### config.mk
export PLATFORM = sky130hd
export DESIGN_NAME = cmod_sysregs
export DESIGN_NICKNAME = d
export VERILOG_FILES = /design/src/rtl/cmod_pkg.sv /design/src/rtl/cmod_word.sv /design/src/rtl/cmod_setclr.sv /design/src/rtl/cmod_refcnt.sv /design/src/rtl/cmod_ctrl.sv /design/src/rtl/cmod_sysregs.sv
export SDC_FILE = /design/constraint.sdc
export NUM_CORES = 1
export LEC_CHECK = 0
export ABC_AREA = 1
export BUFFER_PORTS_ARGS = -buffer_cell sky130_fd_sc_hd__buf_2
export CORE_ASPECT_RATIO = 1.5
export CORE_MARGIN = 5
export CORE_UTILIZATION = 60
export DETAILED_ROUTE_END_ITERATION = 7
export PLACE_DENSITY = 0.87
export SLEW_MARGIN = 20
export SYNTH_ARGS = -nofsm -noshare
export SYNTH_HDL_FRONTEND = slang
export SYNTH_HIERARCHICAL = 1
export SYNTH_SLANG_ARGS = --single-unit
### constraint.sdc
create_clock -name clk -period 3.9 [get_ports clk]
set_clock_uncertainty 0.1 [all_clocks]
set_input_delay 0 -clock clk [delete_from_list [all_inputs] [get_ports clk]]
set_output_delay 0 -clock clk [all_outputs]
set_load 0.1 [all_outputs]
### src/rtl/cmod_pkg.sv
package cmod_pkg;
  localparam logic [31:0] ID_VALUE   = 32'h411A_3001;
  localparam logic [31:0] STAT_VALUE = 32'h0010_0000;
  localparam logic [15:0] UNLOCK_KEY = 16'hA05F;
  localparam logic [31:0] OSC_RST    = 32'h0100_0048;
  localparam logic [31:0] AUX_RST    = 32'h0007_FEFF;
  localparam logic [31:0] SDRAM_BASE = 32'h0001_1122;
  localparam logic [31:0] INIT_RST   = 32'h0000_0112;

  localparam int unsigned W_ID     = 0;
  localparam int unsigned W_OSC    = 2;
  localparam int unsigned W_CTRL   = 3;
  localparam int unsigned W_STAT   = 4;
  localparam int unsigned W_KEY    = 5;
  localparam int unsigned W_AUX    = 7;
  localparam int unsigned W_SDRAM  = 8;
  localparam int unsigned W_INIT   = 9;
  localparam int unsigned W_REFCNT = 10;
  localparam int unsigned W_FSET   = 12;
  localparam int unsigned W_FCLR   = 13;
  localparam int unsigned W_NVSET  = 14;
  localparam int unsigned W_NVCLR  = 15;

  localparam int unsigned TAG_FIRST = 73;
  localparam int unsigned TAG_LEN   = 10;
  localparam logic [8*TAG_LEN-1:0] TAG_TEXT = "CORE-SDRAM";

  function automatic logic [31:0] sdram_reset(int unsigned mem_mb);
    logic [31:0] code;
    if (mem_mb >= 256)      code = 32'h10;
    else if (mem_mb >= 128) code = 32'h0C;
    else if (mem_mb >= 64)  code = 32'h08;
    else if (mem_mb >= 32)  code = 32'h04;
    else                    code = 32'h00;
    return SDRAM_BASE | code;
  endfunction

  function automatic logic [31:0] key_view(logic [15:0] key);
    return {15'd0, key == UNLOCK_KEY, key};
  endfunction

  function automatic logic [7:0] spd_entry(int unsigned idx);
    if (idx >= TAG_FIRST && idx < TAG_FIRST + TAG_LEN)
      return TAG_TEXT[8*(TAG_FIRST + TAG_LEN - 1 - idx) +: 8];
    return 8'h00;
  endfunction
endpackage

### src/rtl/cmod_word.sv
module cmod_word #(
  parameter int W = 32,
  parameter logic [W-1:0] RST = '0
) (
  input  logic         clk,
  input  logic         rst_n,
  input  logic         we,
  input  logic [W-1:0] wd,
  output logic [W-1:0] q
);
  always_ff @(posedge clk) begin
    if (!rst_n)  q <= RST;
    else if (we) q <= wd;
  end
endmodule

### src/rtl/cmod_setclr.sv
module cmod_setclr #(
  parameter int W = 32
) (
  input  logic         clk,
  input  logic         rst_n,
  input  logic         set_we,
  input  logic         clr_we,
  input  logic [W-1:0] wd,
  output logic [W-1:0] q
);
  logic [W-1:0] set_mask, clr_mask;
  assign set_mask = set_we ? wd : '0;
  assign clr_mask = clr_we ? wd : '0;

  always_ff @(posedge clk) begin
    if (!rst_n) q <= '0;
    else        q <= (q | set_mask) & ~clr_mask;
  end
endmodule

### src/rtl/cmod_refcnt.sv
module cmod_refcnt #(
  parameter int W = 32
) (
  input  logic         clk,
  input  logic         rst_n,
  input  logic         tick,
  output logic [W-1:0] count
);
  always_ff @(posedge clk) begin
    if (!rst_n)    count <= '0;
    else if (tick) count <= count + 1'b1;
  end
endmodule

### src/rtl/cmod_ctrl.sv
module cmod_ctrl
  import cmod_pkg::*;
(
  input  logic        clk,
  input  logic        rst_n,
  input  logic        wr_ctrl,
  input  logic        wr_key,
  input  logic [31:0] wd,
  output logic [15:0] key_q,
  output logic        unlocked,
  output logic        led_on,
  output logic        remap_ram,
  output logic        reset_req
);
  always_ff @(posedge clk) begin
    if (!rst_n) begin
      key_q     <= '0;
      led_on    <= 1'b0;
      remap_ram <= 1'b0;
      reset_req <= 1'b0;
    end else begin
      if (wr_key) key_q <= wd[15:0];
      if (wr_ctrl) begin
        led_on    <= wd[0];
        remap_ram <= wd[2];
      end
      reset_req <= wr_ctrl & wd[3];
    end
  end
  assign unlocked = (key_q == UNLOCK_KEY);
endmodule

### src/rtl/cmod_sysregs.sv
module cmod_sysregs
  import cmod_pkg::*;
#(
  parameter int AW     = 7,
  parameter int MEM_MB = 128
) (
  input  logic          clk,
  input  logic          rst_n,
  input  logic          bus_sel,
  input  logic          bus_wr,
  input  logic [AW-1:0] bus_addr,
  input  logic [31:0]   bus_wdata,
  output logic [31:0]   bus_rdata,
  input  logic          ref_tick,
  output logic          remap_ram,
  output logic          led_on,
  output logic          reset_req
);
  localparam int unsigned SPD_FIRST = 2 ** (AW - 1);
  localparam int unsigned SPD_END   = SPD_FIRST + 2 ** (AW - 2);
  localparam logic [31:0] SDRAM_RST = sdram_reset(MEM_MB);

  logic [31:0] idx;
  logic        wr_hit;
  logic        wr_osc, wr_aux, wr_ctrl, wr_key, wr_sdram, wr_init;
  logic        wr_fset, wr_fclr, wr_nvset, wr_nvclr;
  logic        unlocked;
  logic [15:0] key_q;
  logic [31:0] osc_q, aux_q, sdram_q, init_q, flags_q, nvflags_q, refcnt_q;

  assign idx      = 32'(bus_addr);
  assign wr_hit   = bus_sel & bus_wr;
  assign wr_osc   = wr_hit && idx == W_OSC && unlocked;
  assign wr_aux   = wr_hit && idx == W_AUX && unlocked;
  assign wr_ctrl  = wr_hit && idx == W_CTRL;
  assign wr_key   = wr_hit && idx == W_KEY;
  assign wr_sdram = wr_hit && idx == W_SDRAM;
  assign wr_init  = wr_hit && idx == W_INIT;
  assign wr_fset  = wr_hit && idx == W_FSET;
  assign wr_fclr  = wr_hit && idx == W_FCLR;
  assign wr_nvset = wr_hit && idx == W_NVSET;
  assign wr_nvclr = wr_hit && idx == W_NVCLR;

  cmod_ctrl u_ctrl (
    .clk(clk), .rst_n(rst_n), .wr_ctrl(wr_ctrl), .wr_key(wr_key),
    .wd(bus_wdata), .key_q(key_q), .unlocked(unlocked),
    .led_on(led_on), .remap_ram(remap_ram), .reset_req(reset_req)
  );

  cmod_word #(.W(32), .RST(OSC_RST)) u_osc (
    .clk(clk), .rst_n(rst_n), .we(wr_osc), .wd(bus_wdata), .q(osc_q));
  cmod_word #(.W(32), .RST(AUX_RST)) u_aux (
    .clk(clk), .rst_n(rst_n), .we(wr_aux), .wd(bus_wdata), .q(aux_q));
  cmod_word #(.W(32), .RST(SDRAM_RST)) u_sdram (
    .clk(clk), .rst_n(rst_n), .we(wr_sdram), .wd(bus_wdata), .q(sdram_q));
  cmod_word #(.W(32), .RST(INIT_RST)) u_init (
    .clk(clk), .rst_n(rst_n), .we(wr_init), .wd(bus_wdata), .q(init_q));

  cmod_setclr #(.W(32)) u_flags (
    .clk(clk), .rst_n(rst_n), .set_we(wr_fset), .clr_we(wr_fclr),
    .wd(bus_wdata), .q(flags_q));
  cmod_setclr #(.W(32)) u_nvflags (
    .clk(clk), .rst_n(rst_n), .set_we(wr_nvset), .clr_we(wr_nvclr),
    .wd(bus_wdata), .q(nvflags_q));

  cmod_refcnt #(.W(32)) u_refcnt (
    .clk(clk), .rst_n(rst_n), .tick(ref_tick), .count(refcnt_q));

  always_comb begin
    bus_rdata = '0;
    if (idx >= SPD_FIRST) begin
      if (idx < SPD_END) bus_rdata = {24'd0, spd_entry(idx)};
    end else begin
      case (idx)
        W_ID:     bus_rdata = ID_VALUE;
        W_OSC:    bus_rdata = osc_q;
        W_CTRL:   bus_rdata = {29'd0, remap_ram, 1'b0, led_on};
        W_STAT:   bus_rdata = STAT_VALUE;
        W_KEY:    bus_rdata = key_view(key_q);
        W_AUX:    bus_rdata = aux_q;
        W_SDRAM:  bus_rdata = sdram_q;
        W_INIT:   bus_rdata = init_q;
        W_REFCNT: bus_rdata = refcnt_q;
        W_FSET:   bus_rdata = flags_q;
        W_NVSET:  bus_rdata = nvflags_q;
        default:  bus_rdata = '0;
      endcase
    end
  end
endmodule

# Word-level counts from Yosys, hierarchy flattened
# Index checks and enable logic that the tools add are counted.
[totals]
inputBits = 44
register_bits = 243
[op_classes]
n_mux = 12
order_cmp = 4
shifts = 1
n_eq_ne = 13
addsub = 2
reduce_logical = 14
n_bitwise = 8
[ops]
columns = ["operator", "count"]
rows = [
  ["one-hot mux 32 bit (11 select lines)", 1],
  ["two-way mux 32 bit", 5],
  ["variable part select 80 x 33 -> 8 bit (first input constant)", 1],
  ["AND 32 bit", 2],
  ["inverter 32 bit", 2],
  ["bitwise OR 32 bit", 2],
  ["== test 7 x 4 -> 1 bit (second input constant)", 7],
  ["adder 32 x 1 -> 32 bit (second input constant)", 1],
  ["logical NOT 32 bit", 1],
  ["two-way mux 8 bit", 3],
  ["== test 7 x 3 -> 1 bit (second input constant)", 3],
  ["== test 16 bit (second input constant)", 1],
  ["== test 7 x 2 -> 1 bit (second input constant)", 2],
  ["greater-or-equal comparator 7 bit (second input constant)", 2],
  ["< comparator 7 bit (second input constant)", 2],
  ["logical AND 1 bit", 13],
  ["subtractor 7 x 7 -> 8 bit (first input constant)", 1],
  ["two-way mux 1 bit", 3],
  ["AND 1 bit", 2],
]

# Longest topological paths before layout
[logic_depth]
word_depth = 8
depth_mapped = 12
ltp_nobuf = 12

# Modules after synthesis
# The synthesis kept the hierarchy.
[modules_own_cells]
columns = ["module", "area_per_inst_um2", "cells_per_inst", "instances"]
rows = [
  ["cmod_word (u_init ...)", 1338.8, 197, 2],
  ["cmod_setclr", 1239.9, 169, 2],
  ["cmod_sysregs", 2316.0, 521, 1],
  ["cmod_refcnt", 1750.4, 260, 1],
  ["cmod_word (u_sdram)", 1253.7, 188, 1],
  ["cmod_word (u_aux)", 1204.9, 166, 1],
  ["cmod_ctrl", 759.5, 96, 1],
]

# Worst setup path before layout
# OpenSTA, ideal clock, no wires.
[synth_timing]
kind = "register -> output"
startpoint = "register u_ctrl.remap_ram"
endpoint = "output port bus_rdata[2]"
arrival_time_ns = 1.909
path_stages_with_launch = 7
required_time_ns = 3.800
n_path_buf = 0
setup_slack_ns = 1.891
cell_sequence = "dfxtp_1 nand2_1 nand2_1 nor2_1 nand2_1 nor2_1 nand2_1"
[synth_between]
elab_chain_len = 2
[synth_rtl]
columns = ["item", "line_no", "rtl"]
rows = [
  ["from (decl)", "cmod_ctrl.sv:12", "output logic remap_ram,"],
  ["from (signal assigned)", "cmod_ctrl.sv:25", "remap_ram <= wd[2];"],
  ["one-hot mux 32 bit (11 select lines)", "cmod_sysregs.sv:74", "case (idx)"],
  ["two-way mux 32 bit", "cmod_sysregs.sv:71", "if (idx >= SPD_FIRST) begin"],
  ["to (decl)", "cmod_sysregs.sv:13", "output logic [31:0] bus_rdata,"],
]
# No other way between the ends.

# Final worst setup path
[layout_timing]
startpoint = "input port bus_addr[2]"
endpoint = "register u_aux.q[17]"
[layout_between]
elab_chain_len = 3
[layout_rtl]
columns = ["item", "line_no", "rtl"]
rows = [
  ["from (decl)", "cmod_sysregs.sv:11", "input logic [AW-1:0] bus_addr,"],
  ["== test 7 x 3 -> 1 bit", "cmod_sysregs.sv:34", "assign wr_aux = wr_hit && idx == W_AUX && unlocked;"],
  ["logical AND 1 bit (2 in series)", "cmod_sysregs.sv:34", ""],
  ["via wr_aux", "cmod_sysregs.sv:25", "logic wr_osc, wr_aux, wr_ctrl, wr_key, wr_sdram, wr_init;"],
  ["to (signal assigned)", "cmod_word.sv:13", "else if (we) q <= wd;"],
  ["to (decl)", "cmod_word.sv:9", "output logic [W-1:0] q"],
]
# The timed path passes the listed nets, and every way through them passes these cells.
# A chain may end at the register's enable or synchronous reset.

==> metrics <==
CTS root buf=clkbuf_16; standard-cell rows=64; Worst EP required=4.19 ns; Overflow after GRT=0; Cell Area, Synth=12440 um^2; Crit Path Max Fanout=33; Routed WL=roughly 37000 um; arrival time at the worst endpoint=around 3.3 ns; DP Area=roughly 13000 um^2; Top Ports=79; antenna violations before repair=0; Crit. End Element=register; worst slew pin tran=1.030 ns; initial core utilization=60.93%; port bufs=78; layout cells sized above 1=around a tenth; Die ar.=roughly 24000 um^2; Reg2Reg Depth=12; vias in the first global route=11900; worst setup margin=0.8628 ns; CTS Buf Count=24; multi-input logic area=6240 um^2; CTS tree=yes; ant diodes=0; DRC viols=0; Post-Place Setup Slack=about 1.5 ns; clk buf depth=3; Initial DRC Count=1298; Net Count, Synth=about 2000; maximum vdd drop=roughly 0.00035 V; pwr dens=about 380 nW/um^2; Mapped Cells=between 1500 and 2000; critical path class=in -> reg; fin area=about 14000 um^2; antenna viol nets, final=0; Net count, final=between 2000 and 2500; hpwl dp=between 20000 and 25000 um; sequential share of the synthesized area=about two fifths; Register Area=a little under 5000 um^2; core area=20420 um^2; die width=between 100 and 150 um; Total GRT Usage=29.67%; Hold Path End=u_ctrl/remap_ram; DR vias/cell=approximately 5.5; Hold Path Class=in -> reg; Pwr Total=5238 uW; worst r2r dst=u_aux/q[17]; H-tree depth=1; Clock transition at path regs=0.06 ns; Pre-antenna DRT Iters=7; final hold slack=0.05250 ns; Worst-Skew Late Latency=between 0.5 and 0.6 ns; startpoint type of the worst setup path=primary input; Final Hold Vio Count=0; origin of the worst min-delay path=bus_addr[5]; setup_tns=0 ns; Unique masters post-synth=37; Final setup viols=0; # fillers=approximately 1700; RSZ-0062 raised after global routing=no; first-pass GRT wire length=just under 60000 um; r2r startpoint=u_ctrl/key_q[9]; P_leak=around 0.0066 uW; R2R setup slack=approximately 1.1 ns; yosys warns=6; Avg Cell Area, Syn=between 6 and 7 um^2; Placer Congestion=about 0.92; fmax=~330 MHz; post-route minimum period=~3.0 ns; Hold Crit Depth=6; die height=around 190 um; Pins Over Slew Limit=0; Max-cap violations=0; vias=approximately 13000; largest net degree at the start of global routing=about 120; Area growth syn-to-layout=11.24%; Tcrit/Tclk final=between 70% and 80%; Slew HR=between 30% and 40%; Seq cells post-synth=~240; status=complete, no violations; clk sink count=243; WL/cell=around 16 um; # Post-CTS Setup Buffers=0
## per-stage QoR
step,utilization [%],cells
after CTS,67.78,2320
after global placement,61.80,2238
after floorplan,-,1963
final,67.78,2320
after detailed placement,61.80,2238
after global routing,67.78,2320
## worst max path at each step
stage,start,end,slack (ns),cells after the start
final,bus_addr[2],u_aux/q[17],0.86,11
after global routing,bus_addr[2],u_aux/q[17],0.83,11
after CTS,bus_addr[2],u_aux/q[17],1.02,11
after detailed placement,bus_addr[3],u_aux/q[3],1.51,10
after global placement,bus_addr[1],bus_rdata[13],1.55,12
after floorplan,u_ctrl/remap_ram,bus_rdata[2],1.89,6
## power by group
group	switching [uW]	internal, uW	total [uW]	leakage, uW
clock	971	1450	2430	0.000408
sequential	4.70	2490	2490	0.00196
combinational	226	96.3	322	0.00422
## sequential cells by signal, summed over array words and instances, names as in the netlist
signal            flops
u_ctrl/reset_req      1
u_ctrl/key_q         16
u_ctrl/remap_ram      1
u_sdram/q            32
u_aux/q              32
u_ctrl/led_on         1
u_nvflags/q          32
u_init/q             32
u_osc/q              32
u_refcnt/count       32
u_flags/q            32
## cells in the mapped netlist (all sizes together)
cell / number / area share (%)
nor3b: 1 / 0.060
nor3: 12 / 0.84
inv: 168 / 5.1
xor2: 1 / 0.070
o21ai: 30 / 1.3
nand2: 770 / 24
nand3: 100 / 4.2
a31o: 1 / 0.070
o211ai: 1 / 0.10
buf: 86 / 5.9
clkinv: 1 / 0.030
and3: 1 / 0.050
xnor2: 3 / 0.21
dfxtp: 243 / 39
o21a: 2 / 0.12
nor4: 2 / 0.10
ha: 6 / 0.60
nand4: 25 / 1.3
a21oi: 119 / 4.8
nor2: 391 / 13
## layout by cell type (no fill, tap or decap), types with 2 or more instances in the layout
cell type      Yosys  final
nor3_1             8      3
nor3_4             4      4
clkinv_2           0      2
buf_2             24     77
inv_2              9      9
ha_1               6      6
o21a_1             2      2
xnor2_1            3      3
nand2_1          758    758
inv_1            157    157
nor2_1           372    370
nor2_4             7      8
bufinv_16          0      2
clkbuf_8           0      8
dlygate4sd3_1      0     39
nand2_2           11     11
buf_4             23     19
o21ai_2            2      2
o21ai_0           16     16
clkbuf_1           0      5
o21ai_1           12     12
nor4_1             2      2
nor3_2             0      5
nor2_2            11     12
nand4_1           25     25
clkbuf_16          0     25
dfxtp_1          243    243
a21oi_1          119    119
nand3_1           97     97
nand3_2            2      2
## critical path, stage by stage
cell and delay, ns:
dlygate4sd3_1 0.52, buf_2 0.19, nand2_2 0.20, nor3_4 0.20, buf_4 0.46, nor3b_2 0.30, buf_4 0.31, inv_2 0.27
nand2_1 0.12, nand3_1 0.09, dlygate4sd3_1 0.62
## metal layers
layer / GRT usage (%) / vias to the layer above / share of wire, %
met5: 0 / - / 0
met1: 34.42 / 5731 / 37
li1: - / 6167 / -
met2: 51.62 / 650 / 49
met3: 4.462 / 171 / 8.1
met4: 16.54 / 0 / 5.9
## kinds of logic (layout without fill, tap and decap cells)
logic type / count (synthesis) / after routing / share of synthesized area (%)
buf+inv: 255 / 348 / 11.07
simple gates: 1302 / 1302 / 42.60
flops: 243 / 243 / 39.10
compound gates: 153 / 153 / 6.346
fa+ha+maj: 6 / 6 / 0.6034
xor+xnor: 4 / 4 / 0.2816
## layout make-up
cell class | instances | area share (%)
Multi-Input combinational cell | 1465 | 45.08
Sequential cell | 243 | 35.15
Timing Repair Buffer | 136 | 6.717
Clock buffer | 38 | 5.451
Inverter | 169 | 4.656
Tap cell | 264 | 2.387
Clock inverter | 5 | 0.5605
## repair_timing
| action | 4_1_cts | 5_1_grt |
|---|---|---|
| gates resized for setup | 0 | 0 |
| hold buffers | 39 | 0 |
| endpoints found under the hold margin | 222 | 0 |
Power figures use the tool's default switching activity.
